--- src/rtl/pcSeqPkg.sv ---
package pcSeqPkg;

  localparam int XLEN      = 32;
  localparam int REGW      = 5;
  localparam int CONDW     = 4;
  localparam int BR_DISPW  = 22;
  localparam int CALL_DISPW = 30;
  localparam int IMMW      = 13;

  localparam logic [1:0] FMT_XFER = 2'b00;
  localparam logic [1:0] FMT_CALL = 2'b01;
  localparam logic [1:0] FMT_ALU  = 2'b10;
  localparam logic [2:0] SUB_BRANCH = 3'b010;
  localparam logic [5:0] ALU_JMPL = 6'b111000;
  localparam logic [REGW-1:0] CALL_LINK_REG = 5'd15;

  typedef enum logic [1:0] {
    TGT_SEQ   = 2'd0,
    TGT_REL22 = 2'd1,
    TGT_REL30 = 2'd2,
    TGT_REG   = 2'd3
  } tgtSel_e;

  typedef struct packed {
    logic            advance;
    tgtSel_e         tgtSel;
    logic            linkEn;
    logic [REGW-1:0] linkIdx;
  } seqStrobe_t;

  function automatic logic condMet(input logic [CONDW-1:0] cond,
                                   input logic n, input logic z,
                                   input logic v, input logic c);
    case (cond)
      4'b0001: condMet = z;
      4'b0101: condMet = c;
      4'b0110: condMet = n;
      4'b0111: condMet = v;
      4'b1000: condMet = 1'b1;
      default: condMet = 1'b0;
    endcase
  endfunction

  function automatic logic condListed(input logic [CONDW-1:0] cond);
    condListed = (cond == 4'b0001) || (cond == 4'b0101) || (cond == 4'b0110) ||
                 (cond == 4'b0111) || (cond == 4'b1000);
  endfunction

endpackage

--- src/rtl/pcSeqCtrl.sv ---
module pcSeqCtrl
  import pcSeqPkg::*;
(
  input  logic              clk,
  input  logic              rstN,
  input  logic              stepEn,
  input  logic [XLEN-1:0]   instrWord,
  input  logic              flagN,
  input  logic              flagZ,
  input  logic              flagV,
  input  logic              flagC,
  output seqStrobe_t        strobe
);

  logic [1:0]       fmt;
  logic [2:0]       subOp;
  logic [5:0]       aluOp;
  logic [CONDW-1:0] cond;
  logic [REGW-1:0]  rdIdx;
  logic             isBranch;
  logic             isCall;
  logic             isJmpl;
  logic             taken;

  assign fmt   = instrWord[31:30];
  assign subOp = instrWord[24:22];
  assign aluOp = instrWord[24:19];
  assign cond  = instrWord[28:25];
  assign rdIdx = instrWord[29:25];

  assign isBranch = (fmt == FMT_XFER) && (subOp == SUB_BRANCH);
  assign isCall   = (fmt == FMT_CALL);
  assign isJmpl   = (fmt == FMT_ALU) && (aluOp == ALU_JMPL);
  assign taken    = condMet(cond, flagN, flagZ, flagV, flagC);

  always_comb begin
    strobe.advance = stepEn;
    strobe.tgtSel  = TGT_SEQ;
    strobe.linkEn  = 1'b0;
    strobe.linkIdx = '0;
    if (isBranch && taken) begin
      strobe.tgtSel = TGT_REL22;
    end else if (isCall) begin
      strobe.tgtSel  = TGT_REL30;
      strobe.linkIdx = CALL_LINK_REG;
      strobe.linkEn  = stepEn;
    end else if (isJmpl) begin
      strobe.tgtSel  = TGT_REG;
      strobe.linkIdx = rdIdx;
      strobe.linkEn  = stepEn && (rdIdx != '0);
    end
  end

  AST_CALL_LINKS_15: assert property (@(posedge clk) disable iff (!rstN)
    (stepEn && fmt == FMT_CALL) |-> (strobe.linkEn && strobe.linkIdx == CALL_LINK_REG));

  AST_NO_ZERO_LINK: assert property (@(posedge clk) disable iff (!rstN)
    strobe.linkEn |-> (strobe.linkIdx != '0));

  AST_LINK_ONLY_XFER: assert property (@(posedge clk) disable iff (!rstN)
    strobe.linkEn |-> (stepEn && (fmt == FMT_CALL || (fmt == FMT_ALU && aluOp == ALU_JMPL))));

  AST_UNLISTED_NOT_TAKEN: assert property (@(posedge clk) disable iff (!rstN)
    (fmt == FMT_XFER && subOp == SUB_BRANCH && !condListed(cond)) |-> (strobe.tgtSel == TGT_SEQ));

endmodule

--- src/rtl/pcSeqPath.sv ---
module pcSeqPath
  import pcSeqPkg::*;
#(
  parameter logic [XLEN-1:0] RESET_PC = 32'd2048
) (
  input  logic            clk,
  input  logic            rstN,
  input  seqStrobe_t      strobe,
  input  logic [XLEN-1:0] instrWord,
  input  logic [XLEN-1:0] srcA,
  input  logic [XLEN-1:0] srcB,
  output logic [XLEN-1:0] pcOut,
  output logic [XLEN-1:0] linkData
);

  localparam int BR_PAD   = XLEN - BR_DISPW - 2;
  localparam int CALL_PAD = XLEN - CALL_DISPW - 2;
  localparam int IMM_PAD  = XLEN - IMMW;

  logic [XLEN-1:0] pc;
  logic [XLEN-1:0] nextPc;
  logic [XLEN-1:0] brOffset;
  logic [XLEN-1:0] callOffset;
  logic [XLEN-1:0] immExt;
  logic [XLEN-1:0] opB;
  logic [XLEN-1:0] seqPc;

  assign brOffset   = {{BR_PAD{instrWord[BR_DISPW-1]}}, instrWord[BR_DISPW-1:0], 2'b00};
  assign immExt     = {{IMM_PAD{instrWord[IMMW-1]}}, instrWord[IMMW-1:0]};
  assign opB        = instrWord[IMMW] ? immExt : srcB;
  assign seqPc      = pc + 32'd4;

  generate
    if (CALL_PAD > 0) begin : g_callPad
      assign callOffset = {{CALL_PAD{1'b0}}, instrWord[CALL_DISPW-1:0], 2'b00};
    end else begin : g_callNoPad
      assign callOffset = {instrWord[CALL_DISPW-1:0], 2'b00};
    end
  endgenerate

  always_comb begin
    case (strobe.tgtSel)
      TGT_REL22: nextPc = pc + brOffset;
      TGT_REL30: nextPc = pc + callOffset;
      TGT_REG:   nextPc = srcA + opB;
      default:   nextPc = seqPc;
    endcase
  end

  always_ff @(posedge clk) begin
    if (!rstN) begin
      pc <= RESET_PC;
    end else if (strobe.advance) begin
      pc <= nextPc;
    end
  end

  assign pcOut    = pc;
  assign linkData = pc;

  AST_IDLE_HOLD: assert property (@(posedge clk) disable iff (!rstN)
    !strobe.advance |=> (pcOut == $past(pcOut)));

  AST_SEQ_STEP: assert property (@(posedge clk) disable iff (!rstN)
    (strobe.advance && strobe.tgtSel == TGT_SEQ) |=> (pcOut == $past(pcOut) + 32'd4));

endmodule

--- src/rtl/pcSequencer.sv ---
module pcSequencer
  import pcSeqPkg::*;
#(
  parameter logic [31:0] RESET_PC = 32'd2048
) (
  input  logic        clk,
  input  logic        rstN,
  input  logic        stepEn,
  input  logic [31:0] instrWord,
  input  logic        flagN,
  input  logic        flagZ,
  input  logic        flagV,
  input  logic        flagC,
  input  logic [31:0] srcA,
  input  logic [31:0] srcB,
  output logic [31:0] pcOut,
  output logic        linkWe,
  output logic [4:0]  linkReg,
  output logic [31:0] linkData
);

  seqStrobe_t strobe;

  pcSeqCtrl u_ctrl (
    .clk       (clk),
    .rstN      (rstN),
    .stepEn    (stepEn),
    .instrWord (instrWord),
    .flagN     (flagN),
    .flagZ     (flagZ),
    .flagV     (flagV),
    .flagC     (flagC),
    .strobe    (strobe)
  );

  pcSeqPath #(.RESET_PC(RESET_PC)) u_path (
    .clk       (clk),
    .rstN      (rstN),
    .strobe    (strobe),
    .instrWord (instrWord),
    .srcA      (srcA),
    .srcB      (srcB),
    .pcOut     (pcOut),
    .linkData  (linkData)
  );

  assign linkWe  = strobe.linkEn;
  assign linkReg = strobe.linkIdx;

endmodule

--- config.mk ---
export PLATFORM = sky130hd
export DESIGN_NAME = pcSequencer
export DESIGN_NICKNAME = d
export VERILOG_FILES = /design/src/rtl/pcSeqPkg.sv /design/src/rtl/pcSeqCtrl.sv /design/src/rtl/pcSeqPath.sv /design/src/rtl/pcSequencer.sv
export SDC_FILE = /design/constraint.sdc
export NUM_CORES = 1
export LEC_CHECK = 0
export BUFFER_PORTS_ARGS = -buffer_cell sky130_fd_sc_hd__buf_2
export CAP_MARGIN = 30
export CORE_MARGIN = 2
export CORE_UTILIZATION = 43
export CTS_CLUSTER_SIZE = 16
export DETAILED_ROUTE_END_ITERATION = 16
export GPL_TIMING_DRIVEN = 0
export PLACE_DENSITY = 0.7
export RECOVER_POWER = 50
export SYNTH_ARGS = -nofsm -noshare
export SYNTH_HDL_FRONTEND = slang
export SYNTH_SLANG_ARGS = --single-unit
--- constraint.sdc ---
create_clock -name clk -period 4.5 [get_ports clk]
set_input_delay 0.675 -clock clk [delete_from_list [all_inputs] [get_ports clk]]
set_output_delay 0.675 -clock clk [all_outputs]
set_load 0.1 [all_outputs]
After elaboration in Yosys (flattened, before gate mapping)

Cells that the tools add are included.

Flip-flop bits (word level): 32
Bits in latches: 0
Bits in writable memories: 0
Memory bits (read-only): 0
Output and inout bits: 70
Word-level logic and storage cells: 30
Memories: 0

Add/sub/neg operators: 4
$mul: 0
Divide/modulo/power cells: 0
Magnitude comparators: 0
Eq/ne operators: 12
Shifts and indexed selects: 0
Multiplexer cells: 7
Bitwise operators: 0
Reduce and logical (&&, ||, !) cells: 6

Operators by type and width:

| kind                    | count |
|---|---|
| $add A32 B32 Y32        | 3 |
| $pmux W32 S3            | 1 |
| $add A32 B3 Y32 const B | 1 |
| $mux W32                | 1 |
| $mux W8                 | 2 |
| $eq A4 B3 Y1 const B    | 3 |
| $eq A2 B2 Y1 const B    | 3 |
| $eq A6 B6 Y1 const B    | 1 |
| $mux W6                 | 1 |
| $pmux W1 S5             | 1 |
| $reduce_bool A5 Y1      | 1 |
| $eq A2 B1 Y1 const B    | 2 |
| $eq A4 B1 Y1 const B    | 1 |
| $eq A4 B4 Y1 const B    | 1 |
| $logic_and A1 B1 Y1     | 4 |
| $eq A3 B2 Y1 const B    | 1 |
| $logic_not A2 Y1        | 1 |
| $mux W2                 | 1 |

Depth between registers and ports, before layout

Depth after elaboration: 7
Gate-level depth with buffers: 17
Depth with buffers taken out: 16

Modules after synthesis

Synthesis repeated with hierarchy kept, for this count alone.

Cell total of the unflattened synthesis: 784
Area total of the unflattened synthesis: 5693.0 um^2

By module, submodules not included:

| module    | times used | cells each | area an instance (um^2) | sequential area each (um^2) |
|---|---|---|---|---|
| pcSeqPath | 1          | 759        | 5521.5                  | 640.6 |
| pcSeqCtrl | 1          | 25         | 171.4                   | 0.0 |

Worst setup path after synthesis

OpenSTA, ideal clock, no wires.

Path kind: in2reg
From: in instrWord[27]
To: reg u_path.pc[27], in the netlist u_path.linkData[27]
Arrival time: 3841 ps
Path slack: 564 ps
Stages on the path: 15
Buffers on the path: 1
Cells stage by stage: nor3b_1 -> o41ai_1 -> o2111ai_1 -> nand2_1 -> clkbuf_1 -> and2_1 -> ha_1 -> a211oi_1 -> o21ai_1 -> a221o_2 -> a2111oi_2 -> nor3_2 -> a31oi_1 -> xor2_1 -> a221oi_1

Cells in the longest elaborated chain, start to end: 6
Elaborated cells on any way between the ends: 12

RTL lines:

| item                                         | RTL line         | text |
|---|---|---|
| start: declaration                           | pcSequencer.sv:9 | `input logic [31:0] instrWord,` |
| $eq A4 B4 Y1, or another cell as far along   | pcSeqPkg.sv:34   | `case (cond)` |
| $pmux W1 S5 *                                | pcSeqPkg.sv:34   |  |
| $logic_and A1 B1 Y1 *                        | pcSeqCtrl.sv:41  | `if (isBranch && taken) begin` |
| $mux W2 *                                    | pcSeqCtrl.sv:41  |  |
| $eq A2 B2 Y1 or $eq A2 B1 Y1 (tied branches) | pcSeqPath.sv:42  | `case (strobe.tgtSel)` |
| $pmux W32 S3 *                               | pcSeqPath.sv:42  |  |
| end signal: assignment                       | pcSeqPath.sv:54  | `pc <= nextPc;` |
| end: declaration                             | pcSeqPath.sv:20  | `logic [XLEN-1:0] pc;` |

Mark *: on every way between the ends. The rest lies on a longest branch, timed or not.
A chain may end at the register's enable or synchronous reset.

Worst setup path in the final report

From: in instrWord[27]
To: reg u_path.pc[31], in the netlist u_path.linkData[31]

Cells in the longest elaborated chain, start to end: 6
Elaborated cells on any way between the ends: 13

RTL lines:

| item                                                     | RTL line |
|---|---|
| branches (longest 5 deep; another with $add A32 B32 Y32) | n/a |
| $pmux W32 S3 *                                           | pcSeqPath.sv:42 |

Mark *: on every way between the ends.

==> results.md <==
- Detailed Routing Iterations Pass 1: 7
- Clk Latency, worst-skew pair: 280 ps
- Worst-path clk slew: 50 ps
- #FFs+latches synth: 32
- Via count: 5813
- Netlist Area Pre-Place: 5197 µm²
- Drt via density: 5.638
- Buf/Inv on CP: 2
- Util after Layout: 0.5326
- Max reg flops: 32
- Most common cell in the synthesized netlist: nand2_1
- WL per Instance: 16.25 µm
- Largest cells by area after synthesis: ha_1 14%, dfxtp_1 12%, o21ai_0 6.1%
- Hpwl dp: 13.67 mm
- Instance count on the critical path: 17
- Antenna viol nets, final: 0
- Post-synth top area cell: ha_1
- Slowest stage delay, CP: 450 ps
- Iteration-0 DRC Markers: 380
- P_sw: 844.7 µW
- Reg-to-Reg Start: u_path.linkData[2]
- Share of post-route cells with drive strength above 1: 0.2285
- N_diodes: 0
- Root Driver: clkbuf_16
- Crit. Startpoint: instrWord[27]
- Register area: 640.6 µm²
- Final Hold Fails: 0
- Synth top cells by count: 77 x nand2_1, 63 x o21ai_0, 60 x ha_1, 58 x a21oi_1
- Syn_nets: 872
- Drt total wl: 16.75 mm
- Critical Path Most Common Cell: a2111oi_2
- Measured slew at the worst slew-check pin: 1237 ps
- Reg2Reg Depth: 11
- Clock sink count: 32
- Pin count of the biggest net entering global routing: 11
- Total die area: 12980 µm²
- Critical Path Fanout Max: 10
- Rows: 40
- Initial antenna violation count: 0
- All-Layer GR Usage: 0.2509
- Area Overhead vs Synth: 22.05%
- Layout fillers: 1212
- Post-synthesis sequential area ratio: 0.1233
- Clock skew: 4.214 ps
- CP Capture Type: flop
- DRC Markers: 0
- I/O pins: 173
- Initial Util: 0.4363
- Core Region: 11910 µm²
- R2R setup slack: 1420 ps
- TritonCTS Buffers: 5
- Hold crit path type: reg -> reg
- Final min period: 4265 ps
- Relative slew slack: 0.1791
- Hold_buf cts: 0
- Synthesized area per cell: 7.351 µm²
- Global route overflow: 0
- Slowest-stage cell, CP: a221o_2
- VDD IR max: 0.0001427 V
- Worst setup path endpoint: u_path.linkData[31]
- CP cell instances: buf_2, nor3b_1, o41ai_1, o2111ai_1, nand2_2, clkbuf_2, and2_1, ha_1, a2111oi_2, o21ai_1, a221o_2, a2111oi_2, nor3_2, a31oi_2, xnor2_1, o221ai_2, a21oi_1
- Power density over the cells: 266.2 nW/µm²
- Critical path arrival: 4470 ps
- GP Congestion: 0.9544
- CP startpoint kind: input pin
- Switching share of power: 0.5002
- Die X-Extent: 113.9 µm
- Layout net count: 1049
- Fin. max-slew vios: 0
- Post-synth ARST share: 0
- Distinct cell type count after synthesis: 66
- Deepest level of the CTS H-tree: 2
- Setup CP Type: in -> reg
- Family with the most delay on the worst path: compound AO/OA/AOI/OAI gates
- Footprint of the multi-input gates: 4095 µm²
- Global-route wire length before repair: 26.10 mm
- Setup_tns: 0 ps
- Setup-failing EPs final: 0
- EDFF count, synth: 0
- Share of power burned in combinational logic: 0.590
- Internal power: 843.9 µW
- Leak Pwr: 0.003200 µW
- Port buffer count: 171
- Max-capacitance violation count: 0
- Clk buf depth: 2
- Fmax: 234.5 MHz
- Vias in the first global route: 5185
- RSZ-0062 raised after global routing: true
- Primary FF master, synth: dfxtp_1
- Status: complete, no violations
- Worst R2R End: u_path.linkData[20]
- Tcrit/Tclk final: 0.9477
- CTS tree: yes
- Synth Instances: 707
- Chip Height: 113.9 µm
- Clk pwr share: 0.209
- Worst path required time: 4710 ps
- Synth top area share: 0.1444
- Sequential power share: 0.200
- Yosys warns: 0
## power by group through the flow
stage | registers, µW | clock network (µW) | logic (µW)
floorplan | 484 | 0 | 636
global placement | 342 | 0 | 987
detailed placement | 343 | 0 | 990
CTS | 337 | 349 | 996
global route | 341 | 358 | 1070
finish | 338 | 353 | 997
## what timing repair did
item,4_1_cts,5_1_grt
resized for setup,1,7
buffers inserted,0,0
endpoints found under the setup margin,1,13
cloned,0,0
endpoints found under the hold margin,0,0
## cells by family (layout without fill, tap and decap cells)
group | after synthesis | after routing | share of synthesized area
adders and majority gates | 62 | 62 | 0.1521
muxes | 16 | 16 | 0.03370
and+or+nand+nor | 191 | 191 | 0.1769
xor gates and xnor gates | 51 | 51 | 0.08594
AOI/OAI and AO/OA | 261 | 261 | 0.3368
DFF | 32 | 32 | 0.1233
buffers and inverters | 94 | 271 | 0.09124
## through the flow
step                hold WS, ps  setup WS [ps]  std cells  instance area (µm²)  power [µW]
global placement          462.7         -246.0       1025                 6237        1329
finish                    481.7          235.2       1031                 6344        1689
CTS                       475.4          1.571       1032                 6391        1682
floorplan                 823.4          563.5        707                 5197        1120
global route              503.8         -21.28       1031                 6344        1772
detailed placement        466.9         -307.9       1025                 6237        1333
## placed cells by master, fill, tap and decap left out, types with 3 or more instances in the layout
master,count
buf_2,125
nand2_1,76
clkbuf_1,72
o21ai_0,63
ha_1,60
a21oi_1,58
nor2_1,35
a21o_1,35
buf_4,32
dfxtp_1,32
inv_1,30
xnor2_1,26
and2_1,25
xor2_1,25
mux2_2,12
a31oi_1,12
nor2b_1,8
o21a_1,8
o211ai_1,8
nand3_1,8
a211oi_1,8
a221oi_1,8
nand4_1,7
nand2b_1,6
nor3_1,6
and3_1,6
a31o_2,6
o21bai_1,6
o21ai_1,5
a211o_1,5
clkbuf_16,5
mux2i_1,4
clkbuf_2,3
and4_1,3
a211oi_2,3
o31ai_1,3
o221ai_1,3
a41oi_1,3
a311oi_1,3
## area by class of cell
class	instances	area share
well taps	147	0.02899
clock buffers	7	0.02406
flip-flops and latches	32	0.1010
plain buffers	63	0.05700
multi-input cells	581	0.6456
repair buffers	171	0.1256
inverters	30	0.01775
## worst register-to-register path, stage by stage (launching register included)
cell and delay (ps):
dfxtp_1 360, ha_1 280, fa_1 460, a211oi_2 320, o21ai_1 180, nand4_1 220
o22a_1 220, o21ai_1 110, a21o_1 210, a2111oi_0 410, a21oi_1 80, a31oi_1 160
## layer usage
layer / track usage / vias to the layer above / share of wire
li1: - / 2918 / -
met5: 0 / - / 0
met1: 0.3556 / 2632 / 0.47
met4: 0.07480 / 0 / 0.023
met2: 0.3984 / 227 / 0.44
met3: 0.03082 / 36 / 0.071
## how the worst min path moves through the flow
stage                            start                   to  slack [ps]  cells past startpoint
finish              u_path.linkData[1]   u_path.linkData[1]         480                      2
floorplan                         rstN  u_path.linkData[28]         820                      2
global placement    u_path.linkData[1]   u_path.linkData[1]         460                      2
CTS                 u_path.linkData[1]   u_path.linkData[1]         480                      2
detailed placement  u_path.linkData[1]   u_path.linkData[1]         470                      2
global route        u_path.linkData[1]   u_path.linkData[1]         500                      2
Note: power is estimated with default switching activity, not from simulation.
